File: src/rtl/dbgs_pkg.sv
package dbgs_pkg;
  localparam int CFG_IDX  = 0;
  localparam int SCR_IDX  = 1;
  localparam int MODE_BIT = 0;
  localparam int HIDX_LSB = 1;

  typedef struct packed {
    logic addr_shift;
    logic data_shift;
    logic exec;
  } dbgs_op_t;
endpackage

File: src/rtl/dbgs_front.sv
module dbgs_front #(
  parameter int ADDR_W = 8,
  parameter int SLOT_W = 4
) (
  input  logic                 clk,
  input  logic                 rst_n,
  input  logic                 soft_rst,
  input  logic                 sck,
  input  logic                 addr_q,
  input  logic                 exec,
  input  logic                 sdi,
  input  logic [SLOT_W-1:0]    slot_id,
  output logic [ADDR_W-1:0]    addr,
  output logic                 board_sel,
  output dbgs_pkg::dbgs_op_t   op
);
  logic sck_q;
  logic rise;

  assign rise          = sck & ~sck_q;
  assign op.addr_shift = rise & addr_q & ~exec;
  assign op.data_shift = rise & ~addr_q & ~exec;
  assign op.exec       = rise & exec;

  always_ff @(posedge clk) begin
    if (!rst_n) begin
      sck_q <= 1'b0;
      addr  <= '0;
    end else begin
      sck_q <= sck;
      if (soft_rst)           addr <= '0;
      else if (op.addr_shift) addr <= {addr[ADDR_W-2:0], sdi};
    end
  end

  assign board_sel = (addr[ADDR_W-1 -: SLOT_W] == slot_id) && !addr_q;

  assert_addr_hold_R1: assert property (@(posedge clk) disable iff (!rst_n)
    (rise && !addr_q && !soft_rst) |=> $stable(addr));
  assert_exec_noaddr_R4: assert property (@(posedge clk) disable iff (!rst_n)
    (rise && exec && !soft_rst) |=> $stable(addr));
  assert_level_once_R10: assert property (@(posedge clk) disable iff (!rst_n)
    (sck && sck_q && !soft_rst) |=> $stable(addr));
endmodule

File: src/rtl/dbgs_regs.sv
module dbgs_regs #(
  parameter int REG_W = 8,
  parameter int NREGS = 2,
  parameter int IDX_W = 4
) (
  input  logic             clk,
  input  logic             rst_n,
  input  logic             soft_rst,
  input  logic             sel,
  input  logic             data_shift,
  input  logic             exec,
  input  logic [IDX_W-1:0] idx,
  input  logic             sdi,
  output logic [REG_W-1:0] cfg,
  output logic             sdo_bit
);
  logic [REG_W-1:0]       regs [NREGS];
  logic [NREGS*REG_W-1:0] flat;

  always_ff @(posedge clk) begin
    for (int i = 0; i < NREGS; i++) begin
      if (!rst_n || soft_rst)
        regs[i] <= '0;
      else if (sel && data_shift && idx == IDX_W'(i))
        regs[i] <= {regs[i][REG_W-2:0], sdi};
    end
  end

  always_comb begin
    sdo_bit = 1'b0;
    for (int i = 0; i < NREGS; i++)
      if (idx == IDX_W'(i)) sdo_bit = regs[i][REG_W-1];
  end

  for (genvar g = 0; g < NREGS; g++) begin : g_flat
    assign flat[g*REG_W +: REG_W] = regs[g];
  end

  assign cfg = regs[dbgs_pkg::CFG_IDX];

  assert_unsel_hold_R5: assert property (@(posedge clk) disable iff (!rst_n)
    (!sel && !soft_rst) |=> $stable(flat));
  assert_exec_hold_R4: assert property (@(posedge clk) disable iff (!rst_n)
    (exec && !soft_rst) |=> $stable(flat));
endmodule

File: src/rtl/dbgs_hyb.sv
module dbgs_hyb #(
  parameter int HYB_W = 5
) (
  input  logic             onehot_mode,
  input  logic [HYB_W-1:0] idx,
  output logic [HYB_W-1:0] hyb
);
  logic [HYB_W-1:0] dec;

  for (genvar g = 0; g < HYB_W; g++) begin : g_dec
    assign dec[g] = (idx == HYB_W'(g));
  end

  assign hyb = onehot_mode ? dec : idx;
endmodule

File: src/rtl/dbgs_rst_timer.sv
module dbgs_rst_timer #(
  parameter int HOLD = 10
) (
  input  logic clk,
  input  logic rst_n,
  input  logic rst_req,
  input  logic stop,
  output logic soft_rst
);
  localparam int CNT_W = $clog2(HOLD + 1);

  logic             cond;
  logic [CNT_W-1:0] cnt;

  assign cond = rst_req & stop;

  always_ff @(posedge clk) begin
    if (!rst_n || !cond)           cnt <= '0;
    else if (cnt != CNT_W'(HOLD))  cnt <= cnt + 1'b1;
  end

  assign soft_rst = (cnt == CNT_W'(HOLD));

  assert_needs_hold_R8: assert property (@(posedge clk) disable iff (!rst_n)
    $rose(soft_rst) |-> $past(cond));
  assert_break_clears_R8: assert property (@(posedge clk) disable iff (!rst_n)
    !cond |=> !soft_rst);
endmodule

File: src/rtl/dbgs_slave.sv
module dbgs_slave #(
  parameter int ADDR_W = 8,
  parameter int SLOT_W = 4,
  parameter int REG_W  = 8,
  parameter int NREGS  = 2,
  parameter int HYB_W  = 5,
  parameter int HOLD   = 10
) (
  input  logic                     clk,
  input  logic                     rst_n,
  input  logic                     dbg_sck,
  input  logic                     dbg_addr_q,
  input  logic                     dbg_exec,
  input  logic                     dbg_sdi,
  input  logic [SLOT_W-1:0]        slot_id,
  input  logic                     dbg_rst_req,
  input  logic                     sync_stop,
  output logic                     dbg_sdo,
  output logic                     dbg_sdo_oe,
  output logic                     board_sel,
  output logic [HYB_W-1:0]         hyb_sel,
  output logic                     exec_strobe,
  output logic [ADDR_W-SLOT_W-1:0] exec_idx,
  output logic                     arb_reset
);
  localparam int IDX_W = ADDR_W - SLOT_W;

  logic [ADDR_W-1:0]  addr;
  logic [REG_W-1:0]   cfg;
  logic               sdo_bit;
  logic               soft_rst;
  dbgs_pkg::dbgs_op_t op;

  dbgs_rst_timer #(.HOLD(HOLD)) u_timer (
    .clk(clk), .rst_n(rst_n), .rst_req(dbg_rst_req), .stop(sync_stop),
    .soft_rst(soft_rst)
  );

  dbgs_front #(.ADDR_W(ADDR_W), .SLOT_W(SLOT_W)) u_front (
    .clk(clk), .rst_n(rst_n), .soft_rst(soft_rst), .sck(dbg_sck),
    .addr_q(dbg_addr_q), .exec(dbg_exec), .sdi(dbg_sdi), .slot_id(slot_id),
    .addr(addr), .board_sel(board_sel), .op(op)
  );

  dbgs_regs #(.REG_W(REG_W), .NREGS(NREGS), .IDX_W(IDX_W)) u_regs (
    .clk(clk), .rst_n(rst_n), .soft_rst(soft_rst), .sel(board_sel),
    .data_shift(op.data_shift), .exec(op.exec), .idx(addr[IDX_W-1:0]),
    .sdi(dbg_sdi), .cfg(cfg), .sdo_bit(sdo_bit)
  );

  dbgs_hyb #(.HYB_W(HYB_W)) u_hyb (
    .onehot_mode(cfg[dbgs_pkg::MODE_BIT]),
    .idx(cfg[dbgs_pkg::HIDX_LSB +: HYB_W]),
    .hyb(hyb_sel)
  );

  always_ff @(posedge clk) begin
    if (!rst_n) begin
      exec_strobe <= 1'b0;
      exec_idx    <= '0;
    end else begin
      exec_strobe <= op.exec & board_sel & ~soft_rst;
      if (op.exec & board_sel) exec_idx <= addr[IDX_W-1:0];
    end
  end

  assign dbg_sdo_oe = board_sel;
  assign dbg_sdo    = board_sel & sdo_bit;
  assign arb_reset  = soft_rst;
endmodule

File: config.mk
export PLATFORM = sky130hd
export DESIGN_NAME = dbgs_slave
export DESIGN_NICKNAME = d
export VERILOG_FILES = /design/src/rtl/dbgs_pkg.sv /design/src/rtl/dbgs_front.sv /design/src/rtl/dbgs_regs.sv /design/src/rtl/dbgs_hyb.sv /design/src/rtl/dbgs_rst_timer.sv /design/src/rtl/dbgs_slave.sv
export SDC_FILE = /design/constraint.sdc
export NUM_CORES = 1
export LEC_CHECK = 0
export BUFFER_PORTS_ARGS = -buffer_cell sky130_fd_sc_hd__buf_2
export CAP_MARGIN = 15
export CORE_MARGIN = 3
export CORE_UTILIZATION = 30
export CTS_CLUSTER_DIAMETER = 120
export DETAILED_ROUTE_END_ITERATION = 8
export GPL_TIMING_DRIVEN = 0
export PLACE_DENSITY = 0.57
export SLEW_MARGIN = 20
export SYNTH_ARGS = -nofsm -noshare
export SYNTH_HDL_FRONTEND = slang
export SYNTH_SLANG_ARGS = --single-unit
export TNS_END_PERCENT = 30
File: constraint.sdc
create_clock -name clk -period 2.6 [get_ports clk]
set_input_delay 0.39 -clock clk [delete_from_list [all_inputs] [get_ports clk]]
set_output_delay 0.39 -clock clk [all_outputs]
set_load 0.01 [all_outputs]
Word-level counts from Yosys, hierarchy flattened

Memory sizes are Yosys's and may differ from the RTL's.
Cells that the tools add are included.

$add $sub $neg: 1
Mux-type cells: 13
Reduce and logical (&&, ||, !) cells: 12
Bitwise operators: 17
Eq/ne operators: 8

Operator list:

| operator                                       | count |
|---|---|
| two-way mux 8 bit                              | 2 |
| AND 1 bit                                      | 10 |
| == test 5 x 2 -> 1 bit (second input constant) | 2 |
| two-way mux 1 bit                              | 10 |
| == test 5 x 1 -> 1 bit (second input constant) | 1 |
| == test 5 x 3 -> 1 bit (second input constant) | 1 |
| zero test 5 bit                                | 1 |
| two-way mux 5 bit                              | 1 |
| NOT 1 bit                                      | 5 |
| adder 4 x 1 -> 4 bit (second input constant)   | 1 |
| == test 4 x 1 -> 1 bit (second input constant) | 1 |
| == test 4 bit                                  | 1 |
| == test 4 bit (second input constant)          | 1 |
| logical AND 1 bit                              | 4 |
| zero test 4 bit                                | 1 |
| inequality test 4 bit (second input constant)  | 1 |
| zero test 1 bit                                | 3 |
| logical OR 1 bit                               | 2 |
| OR 1 bit                                       | 2 |
| OR reduction 2 bit                             | 1 |

RAM bits: 16
Word-level logic and storage cells: 57
Memories: 1
Output and inout bits: 14
Register bits: 18

Memories:

| memory      | words | width | rd ports | clocked after Yosys merged registers in | wr ports | line            | RTL |
|---|---|---|---|---|---|---|---|
| u_regs.regs | 2     | 8     | 2        | 0                                       | 2        | dbgs_regs.sv:17 | `logic [REG_W-1:0] regs [NREGS];` |

Depth between registers and ports, before layout

Gate-level depths: netlist of run 1.

Word-level depth: 10
Mapped depth: 6
Gate-level depth less buffers: 6

Cells and area by module

A second synthesis of run 1 with hierarchy kept.

Cells, all modules: 155
Area, all modules: 1681.6 um^2

By module, submodules not included:

| module         | cells an instance | area each (um^2) | instances |
|---|---|---|---|
| dbgs_regs      | 60                | 794.5            | 1 |
| dbgs_front     | 38                | 394.1            | 1 |
| dbgs_slave     | 22                | 197.7            | 1 |
| dbgs_rst_timer | 20                | 188.9            | 1 |
| dbgs_hyb       | 15                | 106.4            | 1 |

Least setup slack after synthesis of run 1

Ideal clock, no wire load.

Kind: in2out
Start: input slot_id[3]
End: output dbg_sdo
Data required time: 2.210 ns
Data arrival time: 1.437 ns
Buffers on the path: 0
Slack: 0.773 ns
Cell stages on the path: 4
Cells stage by stage: xor2_1 > a211o_4 > nor2_1 > and3_1

Longest elaborated chain between the ends: 3

RTL lines:

| what              | line             | RTL |
|---|---|---|
| start, declared   | dbgs_slave.sv:15 | `input logic [SLOT_W-1:0] slot_id,` |
| == test 4 bit     | dbgs_front.sv:36 | `assign board_sel = (addr[ADDR_W-1 -: SLOT_W] == slot_id) && !addr_q;` |
| logical AND 1 bit | dbgs_front.sv:36 |  |
| via board_sel     | dbgs_slave.sv:20 | `output logic board_sel,` |
| AND 1 bit         | dbgs_slave.sv:68 | `assign dbg_sdo = board_sel & sdo_bit;` |
| end, declared     | dbgs_slave.sv:18 | `output logic dbg_sdo,` |

The timed path passes the listed nets, and every way through them passes these cells.

Worst setup path after layout of run 1

Start: register u_front.addr[7]
End: output dbg_sdo

Longest elaborated chain between the ends: 3

RTL lines:

| what                   | line             | RTL |
|---|---|---|
| start, declared        | dbgs_front.sv:13 | `output logic [ADDR_W-1:0] addr,` |
| start signal, assigned | dbgs_front.sv:32 | `else if (op.addr_shift) addr <= {addr[ADDR_W-2:0], sdi};` |
| == test 4 bit          | dbgs_front.sv:36 |  |
| logical AND 1 bit      | dbgs_front.sv:36 |  |
| AND 1 bit              | dbgs_slave.sv:68 |  |

Every way passes these cells.

==> impl_metrics.ini, run 1 <==
[floorplan]
fp.dieArea_um2 = 6039
dieWidth_um = 77.71
core_region_area_um2 = 4848
boundaryPins = 26
chipHeight_um = 77.71
initial_core_util_pct = 31.82
rows = 25

[global_route]
first_global_vias = 1044
grt_util_all_layers_pct = 10.52
first_pass_grt_wire_length_um = 5002
gr-total-overflow = 0
largest_net_degree_at_the_start_of_global_routing = 11
grt_antenna_before_repair = 0

[worst_setup_path]
required_ps = 2210
r2r-end = u_regs.regs[0][4]
crit_chain = xor2_1 -> a211o_4 -> nor2_1 -> and3_1 -> buf_2
r2r.worst_path.cells = 6
critPathCaptureType = output port
path_max_fanout = 5
timing.rr.start = u_timer.cnt[0]
timing.critical_path.slowest_stage_cell = a211o_4
r2r_slack_ps = 670
critPathTopFamily = simple AND/OR/NAND/NOR gates
cp_slowest_stage_delay_ps = 370
crit_buf_inv = 1
worst_ep_arrival_time_ps = 1770
timing.critical_path.from_type = register
critical_path_class = register to output port

[timing]
rsz0062_at_grt = no
max_slew.worst_pin.slew_ps = 621.6
totalNegativeSetupSlack_ps = 0
final-hold-violation-count = 0
fin_skew_ps = 1.491
period_needed_ps = 2155
maxSlewHeadroom_pct = 58.18
final-setup-viol-count = 0
part_of_the_cycle_the_worst_path_needs_pct = 82.89
maxClockFrequency_mhz = 464.0
slew_violations = 0
worst_hold_slack_ps = 345.4

[worst_hold_path]
min-delay-path-class = input port to register
hold_path_depth = 2
hold-path-endpoint = u_front.sck_q
min-delay-start = dbg_sck

[place]
io_buffer_count = 25
place_congestion = 0.8065
place.detailed.instances = 236
dpl.hpwl_um = 2035

[drt]
route.detailed.drc = 0
route.detailed.vias_per_inst = 4.385
average_routed_wire_per_standard_cell_um = 11.48
drt-total-wl_um = 2800
drt_pre_antenna_iters = 4
antenna_violating_nets_post_route = 0
routed-via-count = 1070
first_iter_violations = 44

[clock_tree]
tritoncts = yes
ctsHtreeMaxLevel = 2
clock-root-buffer = clkbuf_8
ctsLongestPathBuffers = 2
post_cts_hold_buffer_count = 0
tritoncts_num_sinks = 34
cts_clk_pin_slew_worst_paths_ps = 60
postCtsSetupBuffers = 0
clock_latency_ps = 280
post_cts_resized = 0
tritoncts.num_buffers = 5

[yosys]
synth_area_um2 = 1543
async_reset_ff_share_pct = 0
postSynthAreaPerCell_um2 = 10.71
synth_cell_types = 30
seq_cells_post_synth = 34
net_count_after_synthesis = 158
synth-main-ff-cell = dfxtp_1
syn-instance-count = 144
synth-edff-count = 16
yosysSeqAreaShare_pct = 54.50
synth-warning-count = 0

[cells_and_area]
n_antenna_cell = 0
fraction_of_layout_cells_with_a_size_suffix_above_1_pct = 23.73
finalCoreUtilization_pct = 38.01
nets_final = 190
layout.filler_cells = 489
layout-area-overhead-vs-synth_pct = 19.46
finalNonFillerCells = 244

[pwr]
power_density_nw_per_um2 = 556.9
power.ir.vdd_worst_v = 0.0002846
leakagePower_nw = 0.7141

[job]
maxCapViolCount = 0

[outcome]
run_status = finished, final reports clean
## flip-flops by register name, summed over array words and instances (netlist names)
name / count
exec_idx: 4
exec_strobe: 1
u_front.addr: 8
u_front.sck_q: 1
u_regs.regs: 16
u_timer.cnt: 4
## final cells by class
cell class              count  area (um2)  share of cell area [%]
clock inverters             1       5.005                  0.2716
clock buffers               7       86.33                   4.684
multi-input cells          99       656.9                   35.64
well taps                  67       83.83                   4.549
plain buffers               4       18.77                   1.018
flip-flops and latches     34       840.8                   45.62
inverters                   7       26.28                   1.426
repair buffers             25       125.1                   6.789
## per-layer routing
layer	GRT usage [%]	vias up	part of all wire, %
met3	3.596	7	4.8
met2	14.98	20	45
met4	4.804	0	1.7
met1	14.25	484	48
li1	-	559	-
met5	0	-	0
## power by group
group	internal (mW)	switching (mW)
Combinational	0.0234	0.0371
Clock	0.213	0.175
Sequential	0.570	0.00763
## per-stage QoR
stage | cell area (um2) | setup slack, ps | total power [mW]
6_report | 1843 | 444.9 | 1.026
5_1_grt | 1843 | 215.1 | 1.077
4_1_cts | 1843 | 409.8 | 1.049
3_5_place_dp | 1752 | 557.0 | 0.6507
3_3_place_gp | 1752 | 565.8 | 0.6504
2_1_floorplan | 1543 | 773.3 | 0.6260
## cells in the final DEF (no fill, tap or decap), drive strengths merged, types with 2 or more instances in the layout
master / count
buf: 26
nor2: 5
and2: 19
xor2: 2
a32o: 2
clkbuf: 10
a31o: 2
ha: 2
nand2: 27
nor4: 4
mux2i: 4
a21oi: 8
dfxtp: 18
o21ai: 2
nand3b: 2
nand3: 4
xnor2: 4
nor3: 4
inv: 7
edfxtp: 16
## how the worst max path moves through the flow
stage | endpoint | slack (ps) | depth (start not counted) | from
3_5_place_dp | dbg_sdo | 560 | 6 | slot_id[3]
3_3_place_gp | dbg_sdo | 570 | 6 | slot_id[3]
5_1_grt | hyb_sel[0] | 220 | 5 | u_regs.regs[0][0]
4_1_cts | dbg_sdo | 410 | 5 | u_front.addr[7]
2_1_floorplan | dbg_sdo | 770 | 4 | slot_id[3]
6_report | dbg_sdo | 440 | 5 | u_front.addr[7]
## cell families (layout without fill, tap and decap cells)
group           Yosys count  count (layout)  share of synthesized area, %
simple gates             68              68                         24.98
flops                    34              34                         54.50
mux                       5               5                         3.325
xor+xnor                  6               6                         3.406
fa+ha+maj                 2               2                         1.622
compound gates           18              18                         9.247
buf+inv                  11              44                         2.920
## cells in the mapped netlist, types with 3 or more instances
| library cell | n | share of area [%] |
|---|---|---|
| a21oi_1 | 8 | 2.6 |
| and2_1 | 19 | 7.7 |
| clkbuf_1 | 3 | 0.73 |
| dfxtp_1 | 18 | 23 |
| edfxtp_1 | 16 | 31 |
| inv_1 | 7 | 1.7 |
| mux2i_1 | 4 | 2.6 |
| nand2_1 | 27 | 6.6 |
| nand3_1 | 4 | 1.3 |
| nor2_1 | 5 | 1.2 |
| nor3_1 | 3 | 0.97 |
| xnor2_1 | 4 | 2.3 |
No activity file was read; power rests on OpenSTA's default activity.
==> run 2, diff against run 1 <==
clock period = 2 ns   (was 2.6 ns; I/O delays follow)
==> run 2 against run 1 <==
  * Worst hold slack worse by 92 ps
  * Utilization up 0.39 points
  * Design area up 1.0%
  * Sequential power up 30%
  * Critical path depth unchanged
  * Largest cell class unchanged
  * Highest routed layer unchanged
==> impl_metrics.ini, run 2 (synthesis gave the netlist of run 1 again) <==
[floorplan]
core_region_area_um2 = 4848
rows = 25
chipHeight_um = 77.71
fp.dieArea_um2 = 6039
initial_core_util_pct = 31.82
boundaryPins = 26
dieWidth_um = 77.71

[clock_tree]
tritoncts_num_sinks = 34
postCtsSetupBuffers = 0
clock-root-buffer = clkbuf_8
clock_latency_ps = 280
tritoncts.num_buffers = 5
post_cts_hold_buffer_count = 0
ctsLongestPathBuffers = 2
cts_clk_pin_slew_worst_paths_ps = 60
tritoncts = yes
ctsHtreeMaxLevel = 2

[pwr]
leakagePower_nw = 0.7149
power_density_nw_per_um2 = 719.4
power.combinational.fraction_pct = 6.0
power.share.sequential_pct = 56.1
power.ir.vdd_worst_v = 0.0003748
power_switching_share_pct = 21.65
power.clock.fraction_pct = 37.8
internal_power_summed_over_all_cells_mw = 1.049
psw_uw = 290.0
power.total_mw = 1.339

[global_route]
first_pass_grt_wire_length_um = 5057
grt_antenna_before_repair = 0
grt_util_all_layers_pct = 10.61
first_global_vias = 1060
gr-total-overflow = 0
largest_net_degree_at_the_start_of_global_routing = 11

[timing]
maxClockFrequency_mhz = 526.1
period_needed_ps = 1901
totalNegativeSetupSlack_ps = 0
final_critical_path_setup_slack_ps = 99.28
fin_skew_ps = 2.103
max_slew.worst_pin.slew_ps = 406.9
worst_hold_slack_ps = 253.8
rsz0062_at_grt = no
final-hold-violation-count = 0
part_of_the_cycle_the_worst_path_needs_pct = 95.04
slew_violations = 0
final-setup-viol-count = 0
maxSlewHeadroom_pct = 72.87

[place]
dpl.hpwl_um = 2035
io_buffer_count = 25
preCtsSetupSlack_ps = 75.00
place_congestion = 0.8065
place.detailed.instances = 236

[cells_and_area]
regMostFlops = u_regs.regs
finalNonFillerCells = 243
nets_final = 189
layout.cells.most_common_list = 27 x nand2_1, 25 x buf_2, 19 x and2_1
layout-area-overhead-vs-synth_pct = 20.68
n_antenna_cell = 0
layout.filler_cells = 487
fraction_of_layout_cells_with_a_size_suffix_above_1_pct = 25.00
layout.cells.most_common = nand2_1
biggestRegsByFlops = u_regs.regs: 16 flops, u_front.addr: 8 flops
largest_reg_flops = 16

[worst_setup_path]
path_max_fanout = 5
required_ps = 1700
timing.critical_path.from_type = register
critical_path_class = register to output port
r2r.worst_path.cells = 6
worst_ep_arrival_time_ps = 1600
critPathCaptureType = output port

[worst_hold_path]
hold_path_depth = 2
min-delay-path-class = input port to register

[outcome]
run_status = finished, final reports clean

[drt]
routed-via-count = 1063
first_iter_violations = 43
drt-total-wl_um = 2801
antenna_violating_nets_post_route = 0
average_routed_wire_per_standard_cell_um = 11.53
drt_pre_antenna_iters = 4
route.detailed.vias_per_inst = 4.374
route.detailed.drc = 0

[job]
maxCapViolCount = 0
## run 2: path summary, 6_finish.rpt
path | startpoint | endpoint | slack (ps)
setup / recovery | u_front.addr[7] | dbg_sdo | 100
hold / removal | dbg_sck | u_front.sck_q | 250
setup reg to reg | u_timer.cnt[0] | u_regs.regs[0][6] | 170
hold reg to reg | exec_idx[3] | exec_idx[3] | 460
## run 2: area by class of cell
class / instances / area, um2 / share of cell area, %
inverters: 7 / 26.28 / 1.411
clock buffers: 7 / 86.33 / 4.637
plain buffers: 3 / 15.01 / 0.8064
multi-input cells: 99 / 679.4 / 36.49
well taps: 67 / 83.83 / 4.503
clock inverters: 1 / 5.005 / 0.2688
flip-flops and latches: 34 / 840.8 / 45.16
repair buffers: 25 / 125.1 / 6.720
## run 2: timing repair
| action | 4_1_cts | 5_1_grt |
|---|---|---|
| gates resized for setup | 2 | 2 |
| cloned | 0 | 0 |
| setup endpoints to repair | 6 | 21 |
## run 2: power groups by stage
stage | clock (mW) | sequential (mW) | combinational, mW
2_1_floorplan | 0 | 0.763 | 0.0508
3_3_place_gp | 0 | 0.766 | 0.0791
3_5_place_dp | 0 | 0.766 | 0.0795
4_1_cts | 0.533 | 0.751 | 0.0806
5_1_grt | 0.559 | 0.754 | 0.0898
6_report | 0.507 | 0.752 | 0.0805
## run 2: per-layer routing
layer / global-route usage, % / up-vias / share of wire, %
met5: 0 / - / 0
met4: 4.804 / 0 / 1.5
met3: 3.596 / 6 / 4.6
met2: 15.41 / 18 / 45
met1: 14.18 / 482 / 48
li1: - / 557 / -
## run 2: stage by stage
step	area, um2	util, %
detailed placement	1752	36.13
global route	1862	38.40
global placement	1752	36.13
CTS	1852	38.19
floorplan	1543	-
finish	1862	38.40
## run 2: critical path, cell delays in order, from the launching register on
cell	delay [ps]
dfxtp_1	320
xor2_1	160
a211o_4	380
nor2_4	150
and3_1	170
buf_2	130
